--- src/rtl/rps_pkg.sv ---
package rps_pkg;

  // Width of a counter that must hold the values 0 .. n-1.
  function automatic int unsigned cnt_bits(input int unsigned n);
    return (n < 2) ? 1 : $clog2(n);
  endfunction

  // Release point of a hold window: the last count value before release.
  function automatic int unsigned last_count(input int unsigned n);
    return (n < 1) ? 0 : n - 1;
  endfunction

  typedef enum logic {
    HOLD_OFF = 1'b0,
    HOLD_ON  = 1'b1
  } hold_state_e;

endpackage

--- src/rtl/rps_sync.sv ---
module rps_sync #(
  parameter int unsigned STAGES  = 2,
  parameter bit          RST_VAL = 1'b0
) (
  input  logic clk,
  input  logic srst,
  input  logic d_i,
  output logic q_o
);

  localparam int unsigned N = (STAGES < 2) ? 2 : STAGES;

  logic [N-1:0] chain_q;

  always_ff @(posedge clk) begin
    if (srst) chain_q <= {N{RST_VAL}};
    else      chain_q <= {chain_q[N-2:0], d_i};
  end

  assign q_o = chain_q[N-1];

endmodule

--- src/rtl/rps_debounce.sv ---
module rps_debounce #(
  parameter int unsigned DEB_CYCLES = 8,
  parameter bit          RST_VAL    = 1'b1
) (
  input  logic clk,
  input  logic srst,
  input  logic in_i,
  output logic out_o
);

  import rps_pkg::*;

  localparam int unsigned CW = cnt_bits(DEB_CYCLES);
  localparam logic [CW-1:0] CNT_LAST = CW'(last_count(DEB_CYCLES));

  logic out_q;

  generate
    if (DEB_CYCLES < 2) begin : g_pass
      always_ff @(posedge clk) begin
        if (srst) out_q <= RST_VAL;
        else      out_q <= in_i;
      end
    end else begin : g_filter
      logic [CW-1:0] cnt_q;
      logic          differs;
      logic          flip;

      assign differs = (in_i != out_q);
      assign flip    = differs && (cnt_q == CNT_LAST);

      always_ff @(posedge clk) begin
        if (srst) begin
          out_q <= RST_VAL;
          cnt_q <= '0;
        end else if (!differs) begin
          cnt_q <= '0;
        end else if (flip) begin
          out_q <= in_i;
          cnt_q <= '0;
        end else begin
          cnt_q <= cnt_q + 1'b1;
        end
      end
    end
  endgenerate

  assign out_o = out_q;

  // the filtered level only ever moves to a value the input held.
  a_r5_follow_input: assert property (@(posedge clk) disable iff (srst)
    !$stable(out_q) |-> ($past(in_i) == out_q));

endmodule

--- src/rtl/rps_hold_timer.sv ---
module rps_hold_timer #(
  parameter int unsigned HOLD_CYCLES = 40
) (
  input  logic clk,
  input  logic srst,
  input  logic cause_i,
  output logic held_o
);

  import rps_pkg::*;

  localparam int unsigned CW = cnt_bits(HOLD_CYCLES);
  localparam logic [CW-1:0] CNT_LAST = CW'(last_count(HOLD_CYCLES));

  hold_state_e   state_q;
  logic [CW-1:0] cnt_q;
  logic          count_done;

  assign count_done = (cnt_q == CNT_LAST);

  always_ff @(posedge clk) begin
    if (srst) begin
      state_q <= HOLD_ON;
      cnt_q   <= '0;
    end else if (cause_i) begin
      state_q <= HOLD_ON;
      cnt_q   <= '0;
    end else if (state_q == HOLD_ON) begin
      if (count_done) begin
        state_q <= HOLD_OFF;
        cnt_q   <= '0;
      end else begin
        cnt_q <= cnt_q + 1'b1;
      end
    end
  end

  assign held_o = (state_q == HOLD_ON);

  // any active cause leaves reset raised on the next edge.
  a_r1_cause_raises: assert property (@(posedge clk) disable iff (srst)
    cause_i |=> held_o);

  // no release while the window is still counting.
  a_r7_no_early_release: assert property (@(posedge clk) disable iff (srst)
    (held_o && !cause_i && !count_done) |=> held_o);

  // a release happens only at the final count value.
  a_r2_release_at_end: assert property (@(posedge clk) disable iff (srst)
    $fell(held_o) |-> ($past(cnt_q) == CNT_LAST));

endmodule

--- src/rtl/rst_pulse_seq.sv ---
module rst_pulse_seq #(
  parameter int unsigned HOLD_CYCLES = 40,
  parameter int unsigned DEB_CYCLES  = 8,
  parameter int unsigned SYNC_STAGES = 2
) (
  input  logic clk,
  input  logic srst,
  input  logic supply_ok_i,
  input  logic man_rst_n_i,
  input  logic wdog_bite_i,
  output logic rst_n_o,
  output logic rst_o
);

  logic supply_ok_s;
  logic man_n_s;
  logic man_n_deb;
  logic cause_supply;
  logic cause_manual;
  logic cause_any;
  logic held;

  rps_sync #(.STAGES(SYNC_STAGES), .RST_VAL(1'b0)) i_sync_supply (
    .clk (clk),
    .srst(srst),
    .d_i (supply_ok_i),
    .q_o (supply_ok_s)
  );

  rps_sync #(.STAGES(SYNC_STAGES), .RST_VAL(1'b1)) i_sync_manual (
    .clk (clk),
    .srst(srst),
    .d_i (man_rst_n_i),
    .q_o (man_n_s)
  );

  rps_debounce #(.DEB_CYCLES(DEB_CYCLES), .RST_VAL(1'b1)) i_deb_manual (
    .clk  (clk),
    .srst (srst),
    .in_i (man_n_s),
    .out_o(man_n_deb)
  );

  assign cause_supply = ~supply_ok_s;
  assign cause_manual = ~man_n_deb;
  assign cause_any    = cause_supply | cause_manual | wdog_bite_i;

  rps_hold_timer #(.HOLD_CYCLES(HOLD_CYCLES)) i_hold (
    .clk    (clk),
    .srst   (srst),
    .cause_i(cause_any),
    .held_o (held)
  );

  assign rst_o   = held;
  assign rst_n_o = ~held;

  // a watchdog strobe raises the reset pins on the next edge.
  a_r6_wdog_raises: assert property (@(posedge clk) disable iff (srst)
    wdog_bite_i |=> (rst_o && !rst_n_o));

  // a debounced manual request keeps reset raised.
  a_r3_manual_holds: assert property (@(posedge clk) disable iff (srst)
    cause_manual |=> rst_o);

endmodule

--- config.mk ---
export PLATFORM = sky130hd
export DESIGN_NAME = rst_pulse_seq
export DESIGN_NICKNAME = d
export VERILOG_FILES = /design/src/rtl/rps_pkg.sv /design/src/rtl/rps_sync.sv /design/src/rtl/rps_debounce.sv /design/src/rtl/rps_hold_timer.sv /design/src/rtl/rst_pulse_seq.sv
export SDC_FILE = /design/constraint.sdc
export NUM_CORES = 1
export LEC_CHECK = 0
export BUFFER_PORTS_ARGS = -buffer_cell sky130_fd_sc_hd__buf_2
export CAP_MARGIN = 20
export CORE_MARGIN = 2
export CORE_UTILIZATION = 28
export CTS_BUF_LIST = sky130_fd_sc_hd__clkbuf_8
export CTS_CLUSTER_DIAMETER = 150
export DETAILED_ROUTE_END_ITERATION = 8
export PLACE_DENSITY = 0.55
export SYNTH_ARGS = -nofsm -noshare
export SYNTH_HDL_FRONTEND = slang
export SYNTH_SLANG_ARGS = --single-unit
--- constraint.sdc ---
create_clock -name clk -period 1.19 [get_ports clk]
set_input_delay 0.0595 -clock clk [delete_from_list [all_inputs] [get_ports clk]]
set_output_delay 0.0595 -clock clk [all_outputs]
set_load 0.1 [all_outputs]
## Yosys cells after proc, flatten, opt, wreduce, memory -nomap -nowiden

Cells that the tools add are included.

- Bits in latches: 0
- Bits in writable memories: 0
- Memories kept: 0
- Bits in read-only memories: 0
- Register bits after elaboration: 15

- Bitwise gates (word level): 6
- Add/subtract/negate cells: 2
- Reduce and logical (&&, ||, !) cells: 4
- Shift operators: 0
- Div/mod/pow operators: 0
- Muxes and demuxes: 3
- Magnitude comparators: 0
- Equality and inequality tests: 3
- Multiply operators: 0

Operator list:

| operator | number |
|---|---|
| adder 6 x 1 -> 6 bit (second input constant) | 1 |
| == test 6 bit (second input constant) | 1 |
| two-way mux 6 bit | 1 |
| NOT 1 bit | 4 |
| adder 3 x 1 -> 3 bit (second input constant) | 1 |
| == test 3 bit (second input constant) | 1 |
| OR reduction 3 bit | 1 |
| two-way mux 1 bit | 2 |
| OR 1 bit | 2 |
| AND reduction 2 bit | 1 |
| OR reduction 2 bit | 1 |
| logical AND 1 bit | 1 |
| inequality test 1 bit | 1 |

## Logic depth before layout (Yosys ltp)

- Depth after elaboration: 4
- Gate-level depth with buffers: 4
- Depth with buffers taken out: 4

## Cells and area by module

Synthesis repeated with hierarchy kept, for this count alone.

- Cell total of the unflattened synthesis: 55
- Area, all modules: 608.1 um2

By module, submodules not included:

| module | times used | area an instance (um2) | cells an instance |
|---|---|---|---|
| rps_hold_timer | 1 | 337.8 | 33 |
| rps_debounce | 1 | 153.9 | 12 |
| rps_sync | 2 | 52.6 | 4 |
| rst_pulse_seq | 1 | 11.3 | 2 |

## Worst setup path after synthesis

Ideal clock, no wire load.

- Path kind: register to register
- Start: register i_hold.state_q, in the netlist i_hold.held_o
- End: register i_hold.cnt_q[0]
- Cell stages (with the launch flop): 5
- Slack: -1.000 ns
- Period minus slack after synthesis: 2.190 ns
- Buffers on the path: 1
- Setup time: 0.070 ns
- Arrival: 2.120 ns
- Required time: 1.120 ns
- Path through: dfxtp_1 > buf_2 > inv_1 > a211o_1 > a21oi_1

RTL lines:

| item | line | source |
|---|---|---|
| start, declared | rps_hold_timer.sv:15 | `hold_state_e state_q;` |
| start signal, assigned | rps_hold_timer.sv:23 | `state_q <= HOLD_ON;` |
| start signal, assigned | rps_hold_timer.sv:26 | `state_q <= HOLD_ON;` |
| start signal, assigned | rps_hold_timer.sv:30 | `state_q <= HOLD_OFF;` |
| end signal, assigned | rps_hold_timer.sv:33 | `cnt_q <= cnt_q + 1'b1;` |
| end, declared | rps_hold_timer.sv:16 | `logic [CW-1:0] cnt_q;` |

## Final worst setup path

- Start: register i_hold.cnt_q[0]
- End: register i_hold.state_q, in the netlist i_hold.held_o

- Longest elaborated chain between the ends: 3

RTL lines:

| item | line | source |
|---|---|---|
| == test 6 bit | rps_hold_timer.sv:19 | `assign count_done = (cnt_q == CNT_LAST);` |
| two-way mux 1 bit | rps_hold_timer.sv:29 | `if (count_done) begin` |
| two-way mux 1 bit | rps_hold_timer.sv:28 | `end else if (state_q == HOLD_ON) begin` |

No other way between the ends.
A chain may end at the register's enable or synchronous reset.

==> flow_results.org <==
** Outcome
- The run finished with clean final reports.

** Clocking
- Depth of the CTS H-tree :: 1
- Number of buffers inserted during clock tree synthesis :: 3
- The longest clock path from root to sink contains 2 buffers.
- The clock net in this run drives a total of 15 sinks.
- Insertion delay to the later sink of the worst-skew pair :: 0.25 ns
- TritonCTS built the clock tree.
- Clock transition time at the flip-flop clock pins of the worst setup and hold paths :: 0.06 ns
- In this run the clock root is driven by a sky130_fd_sc_hd__clkbuf_8.

** STA
- The final-report hold violation count was 0.
- Hold timing on the final database bottoms out at a slack of 0.0163 ns.
- For the pin with the worst max-slew slack, the measured transition is 0.222 ns.
- Between clock sinks in the finished design, the worst skew comes to 0.00481 ns.
- Period minus WS final :: 1.13 ns
- Final count of negative-setup-slack endpoints :: 0
- F_max :: 0.886 GHz
- Setup repair after global routing could not meet its margin everywhere.
- For the final routed database, the setup TNS stands at 0 ns.
- Final period util :: 94.9%
- Final-report max-slew violation count :: 0
- Relative slew slack :: 85.1%

** Global routing
- Global routing finished with a remaining overflow of 0.
- Vias in the first global route :: 407
- Pin count of the biggest net entering global routing :: 11
- The first global-routing pass estimated 1650 um of wire.
- Antenna violations before repair :: 0
- For this run, the total global-route usage over all layers was measured as 8.81%.

** Power and ir drop
- Of the total power, registers draw 53.4%.
- VDD sags by at most 0.00105 V.
- The internal portion of the total power is 762 uW.
- Switching share of power :: 20.5%
- In this run, the combinational gates consume 2.8% of the power.
- Part of the power in the clock network :: 43.9%
- Total power divided by cell area :: 1230 mW/mm2
- For this design the total switching power over the nets is 196 uW.
- Leakage power figure :: 0.312 nW

** Setup path
- Crit path required time :: 1.32 ns
- R2R depth :: 3
- Critical path endpoint category :: flip-flop
- Kind of cell adding the most delay to the critical path :: flip-flops
- The critical path contains buffers and inverters numbering 0 combined.
- Critical-path cell with the highest stage delay :: sky130_fd_sc_hd__dfxtp_1
- In this run the worst path has a maximum fanout of 6.
- On the worst path, the slowest cell contributes a delay of 0.38 ns.
- The worst setup path is of the reg -> reg kind.
- Depth of the critical timing path with buffers and inverters included :: 3
- Critical path, cell by cell :: ha_1 > a21oi_1 > or2_2
- At the worst endpoint, the arrival time is 1.26 ns.
- CP Launch Type :: flip-flop

** Cells and area
- Fill cell instance count of the final layout :: 191
- 0 antenna diodes ended up in the layout.
- Share of layout cells above drive strength 1 :: 32.8%
- Compared with the post-synthesis result, the final layout area differs by 30.1%.
- Number of nets in the layout :: 76
- Post-route cell area :: 779 um2

** Synthesis
- The most common cell in the synthesized netlist is sky130_fd_sc_hd__dfxtp_1.
- After synthesis the netlist holds a flip-flop and latch count of 15.
- Summing the areas of all fa, ha and maj instances in the mapped netlist gives 6.26% of the synthesized area.
- Counting flops with a built-in enable in the synthesized netlist gives 0.
- For this run, the leading register cell type out of synthesis is sky130_fd_sc_hd__dfxtp_1.
- After synthesis, the largest family of logic cells by area is simple AND/OR/NAND/NOR gates.
- Number of unique standard cell types used by synthesis :: 23
- Post-Syn Area :: 599 um2
- Xor-xnor portion of the synthesized cell area :: 5.85%
- Compound-cell area share of the yosys netlist :: 8.56%
- Sequential element share of the synthesized area :: 50.1%
- Share of cell area taken by muxes after synthesis :: 3.34%
- Synthesized instance count :: 54
- In this run the mean area of a mapped cell was 11.1 um2.
- Number of warnings issued by yosys :: 0
- After synthesis, the largest area contributor takes up 50.1% of total cell area.
- The number of nets in the synthesized netlist is 62.
- Area contributors post-synth :: sky130_fd_sc_hd__dfxtp_1 50%, sky130_fd_sc_hd__ha_1 6.3%, sky130_fd_sc_hd__nand4bb_4 4.6%
- The largest total area in the synthesized netlist belongs to sky130_fd_sc_hd__dfxtp_1.
- Of all flip-flops after synthesis, the portion carrying an async set or reset was 0%.
- Commonest cells in the synthesized netlist :: 15 x sky130_fd_sc_hd__dfxtp_1, 4 x sky130_fd_sc_hd__nor2_1
- Simple-gate area share of the yosys netlist :: 24.4%

** Worst hold path
- Hold WC Path Type :: in -> reg
- The worst hold path was traced through 2 stages.

** Placed design
- Summed over all nets, the half-perimeter wirelength after detailed placement is 685 um.
- After detailed placement, the total cell area comes to 718 um2.
- Input and output buffers added on the ports amount to 6.
- Gpl congestion :: 0.743

** Floorplan
- Width of the chip :: 50.3 um
- For this configuration, the core starts out at a cell density of 30.2%.
- # IOs :: 7
- Area of the die :: 0.00253 mm2
- Floorplan row count :: 16
- Placeable core region :: 0.00198 mm2
- Die H :: 50.3 um

** Detailed routing
- The count of nets left with antenna violations once routing finished came out at 0.
- Using the TritonRoute via totals, the vias-per-cell ratio works out to 4.51.
- Average routed wire per standard cell :: 9.84 um
- Detailed-route wire length :: 925 um
- For this run, design rule violations remaining after detail routing come to 0.
- Detailed router's first-iteration violation count :: 5
- Vias after detailed routing :: 424
- The first TritonRoute pass finished after 4 iterations.

** Job
- Max-capacitance violation count :: 0
## sequential cells by signal (all words and copies together), names as in the netlist
| name | flops |
|---|---|
| i_hold.held_o | 1 |
| i_sync_supply.chain_q | 2 |
| i_deb_manual.out_o | 1 |
| i_hold.cnt_q | 6 |
| i_deb_manual.g_filter.cnt_q | 3 |
| i_sync_manual.chain_q | 2 |
## layout by cell type (no fill, tap or decap), drive strengths merged, types with 2 or more instances in the layout
cell	count
dfxtp	15
buf	9
nor2	4
a21oi	3
or2	3
xor2	3
clkbuf	3
ha	3
nand4	2
mux2i	2
and2	2
nor2b	2
a211o	2
nand2	2
## final cells by class
type	count	area (um2)	share of cell area, %
flip-flops and latches	15	305	39.2
multi-input cells	37	293	37.6
repair buffers	10	92.6	11.9
clock buffers	3	41.3	5.30
well taps	27	33.8	4.33
inverters	1	7.51	0.963
clock inverters	1	6.26	0.803
## per-layer routing
metal  vias to the layer above  routed length [um]  part of all wire (%)  GRT usage (%)
met5                         -                   0                     0              0
met4                         0                   0                     0           1.39
met3                         0                  52                   5.6           4.46
met2                        11                 445                    48           15.4
met1                       193                 427                    46           9.65
li1                        220                   -                     -              -
## repair_timing
action | 4_1_cts | 5_1_grt
setup buffers | 0 | 0
endpoints found under the setup margin | 0 | 5
endpoints found under the hold margin | 1 | 0
hold buffers | 1 | 0
gates resized for setup | 0 | 2
## through the flow
step	setup slack (ns)	util [%]	power, mW	instances
2_1_floorplan	-0.520	-	0.535	54
3_3_place_gp	0.0832	36.2	0.546	89
3_5_place_dp	0.0596	36.2	0.547	89
4_1_cts	0.0466	39.1	0.975	94
5_1_grt	-0.00813	39.3	1.01	94
6_report	0.0612	39.3	0.958	94
## worst register-to-register path, cell delays in order (launching register included)
cell                      delay, ns
sky130_fd_sc_hd__dfxtp_1       0.38
sky130_fd_sc_hd__ha_1          0.29
sky130_fd_sc_hd__a21oi_1       0.08
sky130_fd_sc_hd__or2_2         0.26
## path summary, 6_finish.rpt
kind | slack, ns | start | to
max | 0.06 | i_hold.cnt_q[0]$_SDFFE_PP0P_ | i_hold.held_o$_SDFF_PP1_
min | 0.02 | supply_ok_i | i_sync_supply.chain_q[0]$_SDFF_PP0_
max reg2reg | 0.06 | i_hold.cnt_q[0]$_SDFFE_PP0P_ | i_hold.held_o$_SDFF_PP1_
min reg2reg | 0.41 | i_sync_manual.chain_q[0]$_SDFF_PP1_ | i_sync_manual.chain_q[1]$_SDFF_PP1_
## power by group through the flow
stage	sequential (mW)	combinational, mW	clock [mW]
after floorplan	0.522	0.0131	0
after global placement	0.522	0.0237	0
after detailed placement	0.523	0.0245	0
final	0.511	0.0265	0.420
after CTS	0.511	0.0270	0.437
after global routing	0.512	0.0298	0.464
## kinds of logic (layout without fill, tap and decap cells)
kind of cell / Yosys count / count (layout)
AO/OA/AOI/OAI: 7 / 7
XOR/XNOR: 4 / 4
adder cells (fa/ha/maj): 3 / 3
buffers and inverters: 2 / 15
flip-flops: 15 / 15
multiplexers: 2 / 2
AND/OR/NAND/NOR: 21 / 21
No activity file was read; power rests on OpenSTA's default activity.
